### src/rtl/bbi_pkg.sv
package bbi_pkg;

  typedef enum logic [2:0] {
    ST_IDLE,
    ST_ADDR,
    ST_TURN,
    ST_DATA,
    ST_DONE
  } bbi_state_e;

  typedef enum logic [1:0] {
    END_OK      = 2'd0,
    END_RETRY   = 2'd1,
    END_DISC    = 2'd2,
    END_PREEMPT = 2'd3
  } bbi_end_e;

  localparam logic [1:0] CMD_NONE = 2'b00;
  localparam logic [1:0] CMD_RD   = 2'b01;
  localparam logic [1:0] CMD_WR   = 2'b10;

endpackage

### src/rtl/bbi_tracker.sv
module bbi_tracker #(
  parameter int DW = 32,
  parameter int LW = 8
) (
  input  logic          clk,
  input  logic          rst_n,
  input  logic          load_i,
  input  logic [DW-1:0] addr_i,
  input  logic [LW-1:0] len_i,
  input  logic          step_i,
  output logic [DW-1:0] addr_o,
  output logic [LW-1:0] left_o,
  output logic          moved_o,
  output logic          last_o
);
  localparam int unsigned STEP_BYTES = DW / 8;
  localparam logic [DW-1:0] ADDR_INC = DW'(STEP_BYTES);
  localparam logic [LW-1:0] ONE_WORD = LW'(1);

  logic [DW-1:0] addr_q;
  logic [LW-1:0] left_q;
  logic          moved_q;

  always_ff @(posedge clk) begin
    if (!rst_n) begin
      addr_q  <= '0;
      left_q  <= '0;
      moved_q <= 1'b0;
    end else if (load_i) begin
      addr_q  <= addr_i;
      left_q  <= len_i;
      moved_q <= 1'b0;
    end else if (step_i) begin
      addr_q  <= addr_q + ADDR_INC;
      left_q  <= left_q - ONE_WORD;
      moved_q <= 1'b1;
    end
  end

  assign addr_o  = addr_q;
  assign left_o  = left_q;
  assign moved_o = moved_q;
  assign last_o  = (left_q == ONE_WORD);

  // a word can only move while at least one is still owed
  a_r4_step_needs_left: assert property (@(posedge clk) disable iff (!rst_n)
    step_i |-> (left_q != '0));

  // every moved word advances the resume address by one word
  a_r8_addr_advance: assert property (@(posedge clk) disable iff (!rst_n)
    (step_i && !load_i) |=> (addr_q == $past(addr_q) + ADDR_INC));

endmodule

### src/rtl/bbi_seq.sv
module bbi_seq
  import bbi_pkg::*;
(
  input  logic       clk,
  input  logic       rst_n,
  input  logic       req_valid_i,
  input  logic       req_write_i,
  input  logic       grant_i,
  input  logic       loc_rdy_i,
  input  logic       tgt_rdy_i,
  input  logic       tgt_stop_i,
  input  logic       last_i,
  input  logic       moved_i,
  output bbi_state_e state_o,
  output logic       write_o,
  output logic       quit_o,
  output logic       load_o,
  output logic       step_o,
  output logic [1:0] status_o
);
  bbi_state_e state_q, state_d;
  logic       write_q;
  logic       quit_q;
  bbi_end_e   status_q, status_d;
  logic       in_data;
  logic       finish;
  logic       active;

  assign in_data = (state_q == ST_DATA);
  assign load_o  = (state_q == ST_IDLE) && req_valid_i && grant_i;
  assign step_o  = in_data && loc_rdy_i && tgt_rdy_i;
  assign finish  = in_data && (tgt_stop_i || (step_o && (last_i || quit_q)));
  assign active  = (state_q == ST_ADDR) || (state_q == ST_TURN) || in_data;

  always_comb begin
    if (step_o && last_i)
      status_d = END_OK;
    else if (tgt_stop_i)
      status_d = (!moved_i && !step_o) ? END_RETRY : END_DISC;
    else
      status_d = END_PREEMPT;
  end

  always_comb begin
    state_d = state_q;
    unique case (state_q)
      ST_IDLE: if (load_o) state_d = ST_ADDR;
      ST_ADDR: state_d = write_q ? ST_DATA : ST_TURN;
      ST_TURN: state_d = ST_DATA;
      ST_DATA: if (finish) state_d = ST_DONE;
      ST_DONE: state_d = ST_IDLE;
      default: state_d = ST_IDLE;
    endcase
  end

  always_ff @(posedge clk) begin
    if (!rst_n) begin
      state_q  <= ST_IDLE;
      write_q  <= 1'b0;
      quit_q   <= 1'b0;
      status_q <= END_OK;
    end else begin
      state_q <= state_d;
      if (load_o) begin
        write_q <= req_write_i;
        quit_q  <= 1'b0;
      end else if (active && !grant_i) begin
        quit_q <= 1'b1;
      end
      if (finish) status_q <= status_d;
    end
  end

  assign state_o  = state_q;
  assign write_o  = write_q;
  assign quit_o   = quit_q;
  assign status_o = status_q;

  // the completion cycle lasts exactly one cycle
  a_r8_done_one_cycle: assert property (@(posedge clk) disable iff (!rst_n)
    (state_q == ST_DONE) |=> (state_q == ST_IDLE));

  // a stop in a data cycle closes the burst at that edge
  a_r9_stop_ends: assert property (@(posedge clk) disable iff (!rst_n)
    (in_data && tgt_stop_i) |=> (state_q == ST_DONE));

  // retry is only reported when no word ever moved
  a_r9_retry_clean: assert property (@(posedge clk) disable iff (!rst_n)
    (state_q == ST_DONE && status_q == END_RETRY) |-> !moved_i);

endmodule

### src/rtl/burst_initiator.sv
module burst_initiator
  import bbi_pkg::*;
#(
  parameter int DW = 32,
  parameter int LW = 8
) (
  input  logic          clk,
  input  logic          rst_n,
  input  logic          req_valid_i,
  output logic          req_ready_o,
  input  logic          req_write_i,
  input  logic [DW-1:0] req_addr_i,
  input  logic [LW-1:0] req_len_i,
  input  logic          wr_valid_i,
  output logic          wr_ready_o,
  input  logic [DW-1:0] wr_data_i,
  output logic          rd_valid_o,
  input  logic          rd_ready_i,
  output logic [DW-1:0] rd_data_o,
  input  logic          grant_i,
  output logic          bus_cyc_o,
  output logic [1:0]    bus_cmd_o,
  output logic [DW-1:0] bus_ad_o,
  output logic          bus_ad_oe_o,
  input  logic [DW-1:0] bus_ad_i,
  output logic          init_rdy_o,
  input  logic          tgt_rdy_i,
  input  logic          tgt_stop_i,
  output logic          done_o,
  output logic [1:0]    done_status_o,
  output logic [LW-1:0] done_left_o,
  output logic [DW-1:0] done_addr_o
);
  bbi_state_e    state;
  logic          write_q, quit_q, load, step, last, moved;
  logic          loc_rdy;
  logic [DW-1:0] addr_q;
  logic [LW-1:0] left_q;
  logic [1:0]    status;
  logic          st_addr, st_turn, st_data;

  assign loc_rdy = write_q ? wr_valid_i : rd_ready_i;

  bbi_tracker #(.DW(DW), .LW(LW)) u_track (
    .clk     (clk),
    .rst_n   (rst_n),
    .load_i  (load),
    .addr_i  (req_addr_i),
    .len_i   (req_len_i),
    .step_i  (step),
    .addr_o  (addr_q),
    .left_o  (left_q),
    .moved_o (moved),
    .last_o  (last)
  );

  bbi_seq u_seq (
    .clk         (clk),
    .rst_n       (rst_n),
    .req_valid_i (req_valid_i),
    .req_write_i (req_write_i),
    .grant_i     (grant_i),
    .loc_rdy_i   (loc_rdy),
    .tgt_rdy_i   (tgt_rdy_i),
    .tgt_stop_i  (tgt_stop_i),
    .last_i      (last),
    .moved_i     (moved),
    .state_o     (state),
    .write_o     (write_q),
    .quit_o      (quit_q),
    .load_o      (load),
    .step_o      (step),
    .status_o    (status)
  );

  assign st_addr = (state == ST_ADDR);
  assign st_turn = (state == ST_TURN);
  assign st_data = (state == ST_DATA);

  assign req_ready_o = (state == ST_IDLE) && grant_i;
  assign bus_cyc_o   = st_addr || st_turn || (st_data && !last && !quit_q);
  assign bus_cmd_o   = st_addr ? (write_q ? CMD_WR : CMD_RD) : CMD_NONE;
  assign bus_ad_oe_o = st_addr || (st_data && write_q);
  assign bus_ad_o    = st_addr ? addr_q :
                       ((st_data && write_q) ? wr_data_i : '0);
  assign init_rdy_o  = st_data && loc_rdy;
  assign wr_ready_o  = st_data && write_q && tgt_rdy_i;
  assign rd_valid_o  = st_data && !write_q && tgt_rdy_i;
  assign rd_data_o   = bus_ad_i;

  assign done_o        = (state == ST_DONE);
  assign done_status_o = status;
  assign done_left_o   = left_q;
  assign done_addr_o   = addr_q;

  // a taken request always carries at least one word
  a_r1_len_nonzero: assert property (@(posedge clk) disable iff (!rst_n)
    (req_valid_i && req_ready_o) |-> (req_len_i != '0));

  // acceptance is followed by an address phase with a command
  a_r2_addr_phase: assert property (@(posedge clk) disable iff (!rst_n)
    (req_valid_i && req_ready_o) |=> (bus_cyc_o && bus_ad_oe_o && bus_cmd_o != CMD_NONE));

  // a write word is only consumed when both sides are ready
  a_r4_wr_both_ready: assert property (@(posedge clk) disable iff (!rst_n)
    (wr_valid_i && wr_ready_o) |-> (init_rdy_o && tgt_rdy_i));

  // a read word is only handed on when both sides are ready
  a_r4_rd_both_ready: assert property (@(posedge clk) disable iff (!rst_n)
    (rd_valid_o && rd_ready_i) |-> (init_rdy_o && tgt_rdy_i));

  // while the burst-active line is high in data, more than one word is owed
  a_r5_cyc_not_last: assert property (@(posedge clk) disable iff (!rst_n)
    (st_data && bus_cyc_o) |-> (left_q > LW'(1)));

  // a read address phase is followed by an undriven turnaround
  a_r6_turnaround: assert property (@(posedge clk) disable iff (!rst_n)
    (bus_cmd_o == CMD_RD) |=> (bus_cyc_o && !bus_ad_oe_o));

  // grant lost during data drops the burst-active line next cycle
  a_r10_grant_loss: assert property (@(posedge clk) disable iff (!rst_n)
    (st_data && !grant_i) |=> !bus_cyc_o);

  // the completion cycle leaves the shared lines undriven
  a_r11_done_idle_bus: assert property (@(posedge clk) disable iff (!rst_n)
    done_o |-> (!bus_cyc_o && !bus_ad_oe_o));

endmodule

### config.mk
export PLATFORM = sky130hd
export DESIGN_NAME = burst_initiator
export DESIGN_NICKNAME = d
export VERILOG_FILES = /design/src/rtl/bbi_pkg.sv /design/src/rtl/bbi_tracker.sv /design/src/rtl/bbi_seq.sv /design/src/rtl/burst_initiator.sv
export SDC_FILE = /design/constraint.sdc
export NUM_CORES = 1
export LEC_CHECK = 0
export BUFFER_PORTS_ARGS = -buffer_cell sky130_fd_sc_hd__buf_2
export CORE_ASPECT_RATIO = 1.25
export CORE_MARGIN = 2
export CORE_UTILIZATION = 45
export CTS_CLUSTER_SIZE = 24
export DETAILED_ROUTE_END_ITERATION = 10
export GPL_TIMING_DRIVEN = 0
export PLACE_DENSITY_LB_ADDON = 0.08
export SLEW_MARGIN = 20
export SYNTH_ARGS = -nofsm -noshare
export SYNTH_HDL_FRONTEND = slang
export SYNTH_SLANG_ARGS = --single-unit
export TNS_END_PERCENT = 100
### constraint.sdc
create_clock -name clk -period 4.2 [get_ports clk]
set_input_delay 0.84 -clock clk [delete_from_list [all_inputs] [get_ports clk]]
set_output_delay 0.84 -clock clk [all_outputs]
set_load 0.01 [all_outputs]
==> impl_metrics.toml, run 1 <==
[sta]
setup_viol = 0
tightest_slew_ns = 0.746
tns_ns = 0
min_period_ns = 3.23
post-route-period-util = 0.769
slew_headroom = 0.501
hold_violations = 0
timing.hold.ws_ns = 0.476
max_freq_mhz = 310
fin_skew_ns = 0.00973
rsz0062_at_grt = "false"
drv_slew = 0

[yosys]
ys_seq_area_frac = 0.293
syn_nets = 519
ys_async_sr_fraction = 0
synth_edf_count = 0
yosys_warnings = 0
ys_seq_elements = 48
syn_avg_cell_area_um2 = 8.13
syn_inst = 403
yosysUniqueCellTypes = 57
ys.flop_type = "dfxtp_1"
synth_area_um2 = 3280

[clock_network]
cts_resized = 0
clkSinkCount = 48
h-tree-depth = 2
path_clk_slew_ns = 0.09
numCtsBuffers = 5
clock_latency_ns = 0.31
post-cts-setup-buffers = 0
cts_tree = "built"
root_buffer = "clkbuf_8"
ctsHoldBuffers = 0
cts_buffer_depth = 2

[worst_setup_path]
cp_max_fo = 10
crit_arrival_ns = 2.39
cp-start-kind = "flip-flop"
end_kind = "primary output"
cp.required_ns = 3.36
critPathKind = "reg -> out"

[finish]
nets = 721
syn_to_final_growth_pct = 36.8
layout-drive-gt1-share = 0.442
insertedDiodeCount = 0
fill_cells = 688
regArea_um2 = 961
layout_common_cells = "buf_2 (198), dfxtp_1 (48), a21oi_1 (37)"
multiInputGateArea_um2 = 1890
final_common_cell = "buf_2"
fin_area_um2 = 4480

[grt]
antenna_found_initial = 0
met3_usage = 0.0463
use_met1 = 0.316
busiest_layer = "met2"
grt_max_degree = 16
overflow = 0
grtUsageTotal = 0.260
met2_usage = 0.458
grt_pass1_vias = 3384
grt_pass1_wl_mm = 16.5

[route]
dr.pass1.iters = 4
route.vias.total = 3770
drt-vias-per-instance = 5.42
wire_per_inst_um = 15.2
drtIter0Drc = 198
final_antenna_net_count = 0
drc = 0
routed_wl_mm = 10.6

[place]
placed_area_um2 = 4370
place_congestion = 0.820
place.port_buffers = 195
place_hpwl_mm = 8.23

[floorplan]
coreArea_um2 = 7020
die-area_um2 = 7980
placementRows = 34
die_w_um = 80.3
initial_utilization = 0.467
pin_count = 228
die_y_um = 99.4

[power_and_ir_drop]
ir_drop_v = 0.000166
leakage_nw = 2.08
powerDensity_nw_per_um2 = 313

[worst_hold_path]
hold_class = "reg -> reg"

[outcome]
outcome = "finished clean"

[run]
cap_viol_max_count = 0
## cell families (layout without fill, tap and decap cells)
logic type,after synthesis,count (layout),share of synthesized area
simple gates,130,130,0.238
xor+xnor,25,25,0.0668
buf+inv,70,273,0.132
compound gates,124,124,0.248
mux,3,3,0.0111
flops,48,48,0.293
fa+ha+maj,3,3,0.0115
## per-layer routing
layer | share of wire | up-vias
met5 | 0 | -
met4 | 0.024 | 0
met3 | 0.077 | 22
met2 | 0.51 | 172
met1 | 0.39 | 1728
li1 | - | 1848
## critical path, cell delays in order (launching register included)
cell,delay (ns)
dfxtp_1,0.46
and3b_1,0.21
buf_6,0.14
and2_1,0.12
clkbuf_1,0.36
clkbuf_1,0.46
a22o_1,0.20
buf_2,0.12
## stage by stage
step                 util  std cells  power (mW)  setup WS, ns
finish              0.639        696        1.40         0.970
global route        0.639        696        1.48         0.743
CTS                 0.639        696        1.41         0.979
detailed placement  0.623        688        1.07          1.32
global placement    0.622        688        1.06          1.02
floorplan               -        403       0.869          1.85
## power breakdown
group / internal (mW) / switching [mW]
sequential: 0.510 / 0.0823
clock: 0.176 / 0.165
combinational: 0.215 / 0.253
## synthesized netlist by cell type (all sizes together), types with 2 or more instances
cell type / instances / share of area
buf: 42 / 0.096
and4: 3 / 0.0080
clkbuf: 18 / 0.024
a31oi: 5 / 0.0095
nor2: 15 / 0.019
or3: 8 / 0.015
ha: 3 / 0.011
nor4b: 2 / 0.012
nand3: 14 / 0.023
o21ai: 33 / 0.050
mux2: 2 / 0.0080
and3: 6 / 0.012
nor3: 16 / 0.026
and2: 6 / 0.011
xor2: 3 / 0.0080
a22o: 32 / 0.086
nand2: 30 / 0.034
dfxtp: 48 / 0.29
o211ai: 4 / 0.0092
inv: 9 / 0.010
xnor2: 22 / 0.059
nor4: 8 / 0.027
a311oi: 2 / 0.0053
nand4: 10 / 0.024
a21oi: 37 / 0.057
a211oi: 3 / 0.0069
nor3b: 2 / 0.0046
or2: 5 / 0.0095
## sequential cells by signal (all words and copies together) (netlist names)
signal           flops
u_track.moved_o      1
u_seq.write_o        1
u_seq.state_o        3
u_seq.quit_o         1
u_track.left_o       8
u_track.addr_o      32
u_seq.status_o       2
## path summary, 6_finish.rpt
kind | cells past startpoint | start | slack (ns) | to
max reg2reg | 6 | u_track.addr_o[9]$_SDFFE_PN0P_ | 2.17 | u_track.addr_o[20]$_SDFFE_PN0P_
min reg2reg | 2 | u_seq.status_o[1]$_SDFFE_PN0P_ | 0.48 | u_seq.status_o[1]$_SDFFE_PN0P_
min | 2 | u_seq.status_o[1]$_SDFFE_PN0P_ | 0.48 | u_seq.status_o[1]$_SDFFE_PN0P_
max | 7 | u_seq.state_o[0]$_SDFFE_PN0P_ | 0.97 | bus_ad_o[16]
## final cells by class
type,instances,area share
Inverter,10,0.00838
Multi-Input combinational cell,285,0.422
Sequential cell,48,0.214
Clock inverter,3,0.00949
Clock buffer,5,0.0154
Buffer,60,0.0879
Tap cell,90,0.0251
Timing Repair Buffer,195,0.218
(Power assumes the default switching activity.)
==> run 2: changes to the inputs <==
- ABC_AREA: unset -> 1
- CORE_UTILIZATION: 45 -> 40
- clock period: 4.2 -> 2.9 ns (I/O delays scaled with it)
==> run 2 against run 1 <==
Effect of this change:
- wire length rose by 47%
- flip-flop and latch count did not move
- die area rose by 30%
- sequential power rose by 38%
- sequential share of layout area fell by 2.6 points
- critical endpoint is now bus_ad_o[13]
- largest cell class unchanged
- largest power group is now combinational logic
- highest routed layer unchanged
==> impl_metrics.toml, run 2 <==
[sta]
hold_violations = 0
rsz0062_at_grt = "false"
post-route-period-util = 0.909
slew_headroom = 0.529
fin_ws_ns = 0.264
timing.hold.ws_ns = 0.453
tns_ns = 0
fin_skew_ns = 0.00640
max_freq_mhz = 379
tightest_slew_ns = 0.707
min_period_ns = 2.64
setup_viol = 0
drv_slew = 0

[clock_network]
cts_tree = "built"
numCtsBuffers = 5
cts_buffer_depth = 2
post-cts-setup-buffers = 0
clock_latency_ns = 0.30
path_clk_slew_ns = 0.07
cts_resized = 0
root_buffer = "clkbuf_16"
clkSinkCount = 48
ctsHoldBuffers = 0
h-tree-depth = 2

[route]
drt-vias-per-instance = 5.12
dr.pass1.iters = 7
drc = 0
drtIter0Drc = 349
final_antenna_net_count = 0
route.vias.total = 5076
routed_wl_mm = 15.6
wire_per_inst_um = 15.7

[finish]
layout-drive-gt1-share = 0.303
layout_common_cells = "buf_2 (205), nand2_1 (163), nand3_1 (90)"
nets = 983
largest_register_ffs = 32
syn_to_final_growth_pct = 33.4
final_common_cell = "buf_2"
insertedDiodeCount = 0
final_util = 0.553

[place]
place_hpwl_mm = 12.0
place_ws_ns = 0.592
place_congestion = 0.914
place.port_buffers = 195

[worst_setup_path]
end_kind = "primary output"
rrSetupSlack_ns = 0.77
cp.required_ns = 2.32
endpoint = "bus_ad_o[13]"
crit_start = "u_seq.state_o[0]$_SDFFE_PN0P_"
cp-start-kind = "flip-flop"
crit_arrival_ns = 2.06
rr_endpoint = "u_track.addr_o[12]$_SDFFE_PN0P_"
worstRegToRegCells = 11
cp_max_fo = 10
critPathKind = "reg -> out"
r2r_start = "u_track.addr_o[3]$_SDFFE_PN0P_"

[power_and_ir_drop]
swShare = 0.407
clkPwrFrac = 0.262
ir_drop_v = 0.000326
leakage_nw = 2.51
fin_total_pwr_mw = 2.34
p_sw_mw = 0.955
internal-power_mw = 1.39
p_seq_frac = 0.348
combPwrFrac = 0.390
powerDensity_nw_per_um2 = 460

[yosys]
synth_fa_ha_area_frac = 0.00983
yosysUniqueCellTypes = 29
synth_compound_area_frac = 0.161
ys.flop_type = "dfxtp_1"
syn_nets = 781
ys_seq_area_frac = 0.252
synth_area_um2 = 3820
synth_edf_count = 0
synth_top_area_share = 0.252
ys_seq_elements = 48
syn_inst = 665
synthXorXnorAreaFrac = 0.00459
synthTopCellsByArea = "dfxtp_1 (25%), nand2_1 (16%), nand3_1 (12%)"
yosys_warnings = 0
synth_most_common_cell = "nand2_1"
synth_top_cell_by_area = "dfxtp_1"
syn_avg_cell_area_um2 = 5.74
ys_async_sr_fraction = 0
yosys.area_share.simple = 0.388
synth_top_family_by_area = "simple AND/OR/NAND/NOR gates"
synthTopCellsByCount = "nand2_1 (163), nand3_1 (90), inv_1 (81)"
muxShareOfSynthArea = 0

[run]
cap_viol_max_count = 0

[floorplan]
die_w_um = 91.4
coreArea_um2 = 9220
die_y_um = 113
die-area_um2 = 10400
placementRows = 39
initial_utilization = 0.414
pin_count = 228

[grt]
grt_pass1_vias = 4741
grt_pass1_wl_mm = 23.6
grtUsageTotal = 0.289
overflow = 0
grt_max_degree = 17
antenna_found_initial = 0

[worst_hold_path]
hold_class = "reg -> reg"

[outcome]
outcome = "finished clean"
[run 2: worst max-delay path, cell delays in order, from the launching register on]
cell and delay [ns]:
dfxtp_1 0.42, nand2_2 0.09, nor2_2 0.20, buf_2 0.27, buf_2 0.32, nand3_1 0.11
o21ai_0 0.15, buf_2 0.19
[run 2: final cells by class]
class                           count  area, um^2
Clock inverter                      3        22.5
Fill cell                        1022        4130
Clock buffer                        5         125
Sequential cell                    48         961
Buffer                             62         392
Timing Repair Buffer              195         976
Multi-Input combinational cell    472        2160
Inverter                           83         312
Tap cell                          123         154
[run 2: metrics by stage]
| step | std cells | cell area (um^2) |
|---|---|---|
| after floorplan | 665 | 3820 |
| after global placement | 983 | 4950 |
| after detailed placement | 983 | 4950 |
| after CTS | 991 | 5100 |
| after global routing | 991 | 5100 |
| final | 991 | 5100 |
[run 2: layer usage]
metal / up-vias / track usage / wire length, um / part of all wire
met1: 2273 / 0.327 / 5940 / 0.38
met4: 0 / 0.120 / 533 / 0.034
met2: 243 / 0.533 / 8000 / 0.51
li1: 2526 / - / - / -
met5: - / 0 / 0 / 0
met3: 34 / 0.0439 / 1090 / 0.070
[run 2: cell families after synthesis]
kind of cell    Yosys count
fa+ha+maj                 3
flops                    48
xor+xnor                  2
buf+inv                 145
compound gates          118
simple gates            349
[run 2: worst min-delay path by stage]
stage	startpoint	to	slack [ns]	cells past startpoint
finish	u_seq.quit_o$_SDFFE_PP0P_	u_seq.quit_o$_SDFFE_PP0P_	0.45	2
global route	u_seq.quit_o$_SDFFE_PP0P_	u_seq.quit_o$_SDFFE_PP0P_	0.48	2
CTS	u_seq.quit_o$_SDFFE_PP0P_	u_seq.quit_o$_SDFFE_PP0P_	0.45	2
detailed placement	u_seq.quit_o$_SDFFE_PP0P_	u_seq.quit_o$_SDFFE_PP0P_	0.44	2
global placement	u_seq.quit_o$_SDFFE_PP0P_	u_seq.quit_o$_SDFFE_PP0P_	0.44	2
floorplan	u_seq.quit_o$_SDFFE_PP0P_	u_seq.quit_o$_SDFFE_PP0P_	0.43	2
[run 2: power groups by stage]
stage	registers (mW)	clock network (mW)	logic, mW
after global placement	0.828	0	0.900
final	0.816	0.615	0.914
after CTS	0.814	0.619	0.916
after detailed placement	0.829	0	0.911
after global routing	0.824	0.644	1.02
after floorplan	0.833	0	0.540
